===== config.mk =====
export PLATFORM = sky130hd
export DESIGN_NAME = irqw_top
export DESIGN_NICKNAME = d
export VERILOG_FILES = /design/src/rtl/irqw_pkg.sv /design/src/rtl/irqw_decode.sv /design/src/rtl/irqw_regs.sv /design/src/rtl/irqw_table.sv /design/src/rtl/irqw_top.sv
export SDC_FILE = /design/constraint.sdc
export NUM_CORES = 2
export LEC_CHECK = 0
export BUFFER_PORTS_ARGS = -buffer_cell sky130_fd_sc_hd__buf_2
export CORE_AREA = 4 4 654 656
export CTS_BUF_LIST = sky130_fd_sc_hd__clkbuf_2 sky130_fd_sc_hd__clkbuf_4 sky130_fd_sc_hd__clkbuf_8
export CTS_CLUSTER_DIAMETER = 80
export DETAILED_ROUTE_END_ITERATION = 10
export DIE_AREA = 0 0 658 660
export PLACE_DENSITY_LB_ADDON = 0.2
export SYNTH_ARGS = -nofsm -noshare
export SYNTH_HDL_FRONTEND = slang
export SYNTH_SLANG_ARGS = --single-unit

===== constraint.sdc =====
create_clock -name clk -period 8.53 [get_ports clk]
set_input_delay 1.2795 -clock clk [delete_from_list [all_inputs] [get_ports clk]]
set_output_delay 1.2795 -clock clk [all_outputs]
set_load 0.01 [all_outputs]

===== src/rtl/irqw_pkg.sv =====
package irqw_pkg;

  typedef enum logic [2:0] {
    TGT_ID    = 3'd0,
    TGT_VER   = 3'd1,
    TGT_ARB   = 3'd2,
    TGT_ENTRY = 3'd3,
    TGT_BAD   = 3'd4
  } tgt_e;

  localparam logic [31:0] TABLE_FIRST_SEL = 32'h10;

  // Map a select value to the register the window reaches.
  function automatic tgt_e classify(input logic [31:0] sel, input int pins);
    logic [31:0] top_sel;
    top_sel = TABLE_FIRST_SEL + 32'(2 * pins);
    if (sel == 32'h0)                                return TGT_ID;
    else if (sel == 32'h1)                           return TGT_VER;
    else if (sel == 32'h2)                           return TGT_ARB;
    else if (sel >= TABLE_FIRST_SEL && sel < top_sel) return TGT_ENTRY;
    else                                             return TGT_BAD;
  endfunction

  // Entry number reached by a table select value.
  function automatic logic [31:0] entry_index(input logic [31:0] sel);
    logic [31:0] rel;
    rel = sel - TABLE_FIRST_SEL;
    return {1'b0, rel[31:1]};
  endfunction

  // Odd select values reach the upper half of an entry.
  function automatic logic upper_half(input logic [31:0] sel);
    return sel[0];
  endfunction

  // Read-only identification word.
  function automatic logic [31:0] version_word(input int pins, input logic [3:0] ver_lo);
    return {8'h00, 8'(pins - 1), 12'h000, ver_lo};
  endfunction

endpackage


===== src/rtl/irqw_decode.sv =====
module irqw_decode #(
  parameter int ADDR_W       = 32,
  parameter int REGION_BYTES = 256,
  parameter int SEL_OFF      = 'h00,
  parameter int WIN_OFF      = 'h10
) (
  input  logic [ADDR_W-1:0] addr,
  input  logic [ADDR_W-1:0] base,
  input  logic              en,
  output logic              hit,
  output logic              at_sel,
  output logic              at_win
);
  localparam int OFF_W = $clog2(REGION_BYTES);

  logic [ADDR_W:0] a_x, lo_x, hi_x;
  logic [OFF_W-1:0] off;

  always_comb begin
    a_x  = {1'b0, addr};
    lo_x = {1'b0, base};
    hi_x = lo_x + (ADDR_W+1)'(REGION_BYTES);
    hit  = en && (a_x >= lo_x) && (a_x <= hi_x);
    off  = addr[OFF_W-1:0];
    at_sel = (off == OFF_W'(SEL_OFF));
    at_win = (off == OFF_W'(WIN_OFF));
  end
endmodule


===== src/rtl/irqw_regs.sv =====
module irqw_regs #(
  parameter int          ADDR_W   = 32,
  parameter int          DATA_W   = 32,
  parameter int          ID_W     = 4,
  parameter int          ID_LSB   = 24,
  parameter logic [31:0] BASE_RST = 32'hFEC0_0000
) (
  input  logic              clk,
  input  logic              rst_n,
  input  logic              sel_we,
  input  logic              id_we,
  input  logic              arb_we,
  input  logic [DATA_W-1:0] wdata,
  input  logic              cfg_load,
  input  logic [ADDR_W-1:0] cfg_base,
  input  logic              cfg_enable,
  output logic [DATA_W-1:0] sel_q,
  output logic [ID_W-1:0]   id_q,
  output logic [DATA_W-1:0] arb_q,
  output logic [ADDR_W-1:0] base_q,
  output logic              en_q
);
  always_ff @(posedge clk) begin
    if (!rst_n) begin
      sel_q  <= '0;
      id_q   <= '0;
      arb_q  <= '0;
      base_q <= ADDR_W'(BASE_RST);
      en_q   <= 1'b1;
    end else begin
      if (sel_we) sel_q <= wdata;
      if (id_we)  id_q  <= wdata[ID_LSB +: ID_W];
      if (arb_we) arb_q <= wdata;
      if (cfg_load) begin
        base_q <= cfg_base;
        en_q   <= cfg_enable;
      end
    end
  end
endmodule


===== src/rtl/irqw_table.sv =====
module irqw_table #(
  parameter int PINS     = 24,
  parameter int DATA_W   = 32,
  parameter int MASK_BIT = 16,
  parameter int IDX_W    = $clog2(PINS)
) (
  input  logic                       clk,
  input  logic                       rst_n,
  input  logic                       we,
  input  logic [IDX_W-1:0]           idx,
  input  logic                       hi_half,
  input  logic [DATA_W-1:0]          wdata,
  output logic [PINS*2*DATA_W-1:0]   flat
);
  localparam int ENTRY_W = 2 * DATA_W;
  localparam logic [ENTRY_W-1:0] RST_ENTRY = ENTRY_W'(1) << MASK_BIT;

  logic [ENTRY_W-1:0] ent [PINS];

  for (genvar g = 0; g < PINS; g++) begin : g_entry
    logic hit_me;
    assign hit_me = we && (idx == IDX_W'(g));

    always_ff @(posedge clk) begin
      if (!rst_n) begin
        ent[g] <= RST_ENTRY;
      end else if (hit_me) begin
        if (hi_half) ent[g][ENTRY_W-1:DATA_W] <= wdata;
        else         ent[g][DATA_W-1:0]       <= wdata;
      end
    end

    assign flat[g*ENTRY_W +: ENTRY_W] = ent[g];
  end
endmodule


===== src/rtl/irqw_top.sv =====
module irqw_top
  import irqw_pkg::*;
#(
  parameter int          PINS         = 24,
  parameter int          ADDR_W       = 32,
  parameter int          DATA_W       = 32,
  parameter int          ID_W         = 4,
  parameter int          ID_LSB       = 24,
  parameter int          REGION_BYTES = 256,
  parameter logic [7:0]  VERSION_CODE = 8'h11,
  parameter logic [31:0] BASE_RST     = 32'hFEC0_0000
) (
  input  logic                     clk,
  input  logic                     rst_n,
  input  logic [ADDR_W-1:0]        bus_addr,
  input  logic                     bus_rd,
  input  logic                     bus_wr,
  input  logic [DATA_W-1:0]        bus_wdata,
  output logic [DATA_W-1:0]        bus_rdata,
  output logic                     bus_hit,
  input  logic                     cfg_load,
  input  logic [ADDR_W-1:0]        cfg_base,
  input  logic                     cfg_enable,
  output logic                     err_pulse,
  output logic [ID_W-1:0]          ctl_id,
  output logic [DATA_W-1:0]        arb_id,
  output logic [PINS*2*DATA_W-1:0] tbl_out
);
  localparam int ENTRY_W = 2 * DATA_W;
  localparam int IDX_W   = $clog2(PINS);

  // Named internal events, also observed by the checker.
  logic              at_sel, at_win;
  logic              sel_we, win_we, win_acc;
  logic              region_en;
  logic [ADDR_W-1:0] base_q;
  logic [DATA_W-1:0] sel_q;
  tgt_e              tgt;
  logic [IDX_W-1:0]  idx;
  logic              hi_half;
  logic [ENTRY_W-1:0] cur_entry;
  logic              err_q;

  irqw_decode #(
    .ADDR_W(ADDR_W), .REGION_BYTES(REGION_BYTES), .SEL_OFF('h00), .WIN_OFF('h10)
  ) u_dec (
    .addr(bus_addr), .base(base_q), .en(region_en),
    .hit(bus_hit), .at_sel(at_sel), .at_win(at_win)
  );

  always_comb begin
    tgt     = classify(sel_q, PINS);
    idx     = IDX_W'(entry_index(sel_q));
    hi_half = upper_half(sel_q);
    sel_we  = bus_wr && bus_hit && at_sel;
    win_we  = bus_wr && bus_hit && at_win;
    win_acc = (bus_wr || bus_rd) && bus_hit && at_win;
  end

  irqw_regs #(
    .ADDR_W(ADDR_W), .DATA_W(DATA_W), .ID_W(ID_W), .ID_LSB(ID_LSB), .BASE_RST(BASE_RST)
  ) u_regs (
    .clk(clk), .rst_n(rst_n),
    .sel_we(sel_we),
    .id_we(win_we && (tgt == TGT_ID)),
    .arb_we(win_we && (tgt == TGT_ARB)),
    .wdata(bus_wdata),
    .cfg_load(cfg_load), .cfg_base(cfg_base), .cfg_enable(cfg_enable),
    .sel_q(sel_q), .id_q(ctl_id), .arb_q(arb_id),
    .base_q(base_q), .en_q(region_en)
  );

  irqw_table #(
    .PINS(PINS), .DATA_W(DATA_W), .MASK_BIT(16), .IDX_W(IDX_W)
  ) u_tbl (
    .clk(clk), .rst_n(rst_n),
    .we(win_we && (tgt == TGT_ENTRY)),
    .idx(idx), .hi_half(hi_half), .wdata(bus_wdata),
    .flat(tbl_out)
  );

  assign cur_entry = tbl_out[idx*ENTRY_W +: ENTRY_W];

  always_comb begin
    bus_rdata = '0;
    if (bus_rd && bus_hit) begin
      if (at_sel) begin
        bus_rdata = sel_q;
      end else if (at_win) begin
        unique case (tgt)
          TGT_ID, TGT_ARB: bus_rdata = DATA_W'(ctl_id) << ID_LSB;
          TGT_VER:         bus_rdata = version_word(PINS, VERSION_CODE[3:0]);
          TGT_ENTRY:       bus_rdata = hi_half ? cur_entry[ENTRY_W-1:DATA_W]
                                               : cur_entry[DATA_W-1:0];
          default:         bus_rdata = '0;
        endcase
      end
    end
  end

  always_ff @(posedge clk) begin
    if (!rst_n) err_q <= 1'b0;
    else        err_q <= win_acc && (tgt == TGT_BAD);
  end
  assign err_pulse = err_q;

endmodule


==> results.toml <==
[yosys]
dominantRegCellSynth = "edfxtp_1"
syn-num-nets = 6849
ys_types = 61
synth-seq-cells = 1638
synth_seq_area_share_pct = 58.2
synthTopCellsByArea = "edfxtp_1 56%, mux4_2 12%, nand3_1 7.5%, nor3_1 7.2%, clkbuf_1 3.0%"
ys_warn_count = 0
synth_edf_count = 1536
synth-async-reset-ratio_pct = 0
synth_area_sq_um = 82700
synth_area_leader_cell = "edfxtp_1"
avgSynthCellArea_sq_um = 12.4
synthCells = 6689
synth_top_area_share_pct = 55.8

[placement]
gp_congestion = 0.973
dp_hpwl_microns = 497000
port_buffers = 1707
placed_area_sq_um = 97300

[global_routing]
gr-total-overflow = 0
grtUsageTotal_pct = 29.4
grt_antenna_before_repair = 183
grt_start_max_net_pins = 186
grt_pass1_vias = 69346
grt_pass1_wl_microns = 832000

[flow_run]
drv_cap = 0

[cts]
cts_root_buf = "clkbuf_8"
cts_setup_buffers = 0
cts_tree = "done"
post_cts_resize_count = 0
clock-sinks = 1638
numCtsBuffers = 333
clkTransAtPathRegs_ps = 60
cts_buffer_depth = 4
ctsHoldBuffers = 0
clock_latency_ps = 1110
htree_levels = 5

[sta]
slew_violations = 0
final.setup.tns_ps = 0
relSlewSlack_pct = 6.47
final-setup-viol-count = 0
hold-worst-slack_ps = 455
finalCriticalPeriod_ps = 7600
finClkSkew_ps = 98.0
fmax_mhz = 132
worst_pin_slew_ps = 1400
min_period_over_period_pct = 89.1
final-hold-violation-count = 0
rsz0062_at_grt = "no"

[floorplanning]
die-area_sq_um = 434000
die_h_microns = 660
rows = 239
start_util_pct = 19.6
die_x_microns = 658
ios = 1708
core_sq_um = 422000

[power_and_ir_drop]
ir_drop_mv = 0.109
p_sw_mw = 6.54
p_sw_share_pct = 31.6
finalPower_mw = 20.7
p_comb_share_pct = 12.4
seq_power_share_pct = 46.2
internal-power_mw = 14.1
clock_power_share_pct = 41.4
power_density_nw_per_um2 = 199
p_leak_nw = 35.4

[layout]
final_cell_mix = "1706 x buf_2, 1536 x edfxtp_1, 1233 x nand3_1"
drive_gt1_share_pct = 37.2
post-route-util_pct = 24.6
fillCellCount = 44819
num-nets-final = 8173
stdcell_area_sq_um = 104000
area_growth_pct = 25.7
final_common_cell = "buf_2"

[routing]
ant_nets = 0
detail_route.vias_per_cell = 5.46
wl_microns = 668000
wl_per_cell_microns = 47.8
drc = 0
vias = 76319
dr.pass1.iters = 9
drtIter0Drc = 12694

[setup_path]
crit_arrival_ps = 6320
crit_type = "reg2out"
cp.required_ps = 7250
worstPathMaxFanout = 10
startpoint_type = "flip-flop"
endpoint_kind = "output pin"

[outcome]
status = "finished, final reports clean"

[hold_path]
min_path_type = "in2reg"
==> cells by family (layout without fill, tap and decap cells) <==
group                      after synthesis  count (layout)  share of synthesized area, %
buffers and inverters                  962            2524                          4.98
xor gates and xnor gates                22              22                         0.233
AOI/OAI and AO/OA                      220             220                          1.73
and+or+nand+nor                       3192            3192                          19.8
DFF                                   1638            1638                          58.2
adders and majority gates               58              58                         0.878
muxes                                  597             597                          14.2
other                                    0              60                             0
==> per-layer routing <==
layer | wire, microns | share of wire (%) | global-route usage, % | vias to the layer above
met5 | 268 | 0.040 | 0 | -
li1 | - | - | - | 28611
met3 | 85400 | 13 | 11.4 | 1056
met4 | 40300 | 6.0 | 15.2 | 38
met1 | 250000 | 37 | 36.4 | 40397
met2 | 292000 | 44 | 44.1 | 6217
==> state kept, by name (all words and copies together), names as in the netlist <==
| name | count |
|---|---|
| u_regs.sel_q | 32 |
| u_tbl.ent | 1536 |
| u_regs.base_q | 32 |
| err_pulse | 1 |
| u_regs.arb_q | 32 |
| u_regs.en_q | 1 |
| u_regs.id_q | 4 |
==> power groups by stage <==
| stage | logic [mW] | registers, mW | clock network (mW) |
|---|---|---|---|
| final | 2.56 | 9.54 | 8.55 |
| after global routing | 2.60 | 9.54 | 8.99 |
| after CTS | 2.54 | 9.53 | 8.67 |
| after detailed placement | 2.54 | 9.69 | 0 |
| after global placement | 2.54 | 9.68 | 0 |
| after floorplan | 0.818 | 9.62 | 0 |
==> final cells by class <==
class,count,area [sq um],share of cell area [%]
Inverter,37,141,0.136
Clock inverter,113,937,0.901
Clock buffer,460,5550,5.34
Tap cell,5663,7090,6.81
Timing Repair Buffer,1914,10400,10.0
Multi-Input combinational cell,4089,31500,30.3
Sequential cell,1638,48200,46.3
Antenna cell,60,150,0.144
==> critical path: stages, from the launching register on <==
cell and delay, ps:
dfxtp_1 440, ha_1 240, nand3_2 180, nor4_4 680, nand3_1 200, xnor2_1 170, ha_1 300, nand4_1 170
nor4_1 120, a221oi_1 360, nand2_1 200, o311ai_4 600, nand4_1 830, buf_4 470, a21oi_1 160, buf_2 160
==> cell usage after synthesis, types with 3 or more instances <==
cell / number
edfxtp_1: 1536
nand3_1: 1235
nor3_1: 1188
clkbuf_1: 669
mux4_2: 457
and3_1: 396
nand2_1: 190
buf_2: 176
mux2i_1: 111
dfxtp_1: 102
nor2_1: 86
ha_1: 58
o21ai_0: 58
a21oi_1: 54
buf_1: 38
inv_1: 37
buf_6: 35
nor2b_1: 30
mux2_2: 29
xnor2_1: 22
nand4_1: 19
a32oi_1: 16
a221oi_1: 11
o211ai_1: 11
a21o_1: 10
nand2b_1: 10
nor4_1: 9
a22oi_1: 8
a31oi_1: 8
o22ai_1: 8
a211oi_1: 6
a211o_1: 5
buf_4: 5
o31ai_1: 5
o41ai_1: 5
a221o_1: 4
and2_1: 4
or4_4: 4
and4_1: 3
or3_1: 3
==> path summary, 6_finish.rpt <==
kind	slack, ps	end	start	cells past startpoint
setup / recovery	930	bus_rdata[9]	u_regs.base_q[8]	15
setup reg to reg	1760	u_tbl.ent[2][79]	u_regs.base_q[8]	15
hold / removal	450	u_regs.base_q[22]	cfg_base[22]	3
hold reg to reg	460	u_regs.arb_q[28]	u_regs.arb_q[28]	2
==> through the flow <==
step | instances | setup WS, ps
5_1_grt | 13930 | 639
6_report | 13974 | 926
2_1_floorplan | 6689 | 1470
3_5_place_dp | 13341 | 1810
4_1_cts | 13914 | 858
3_3_place_gp | 13341 | 1770
(Power assumes the default switching activity.)
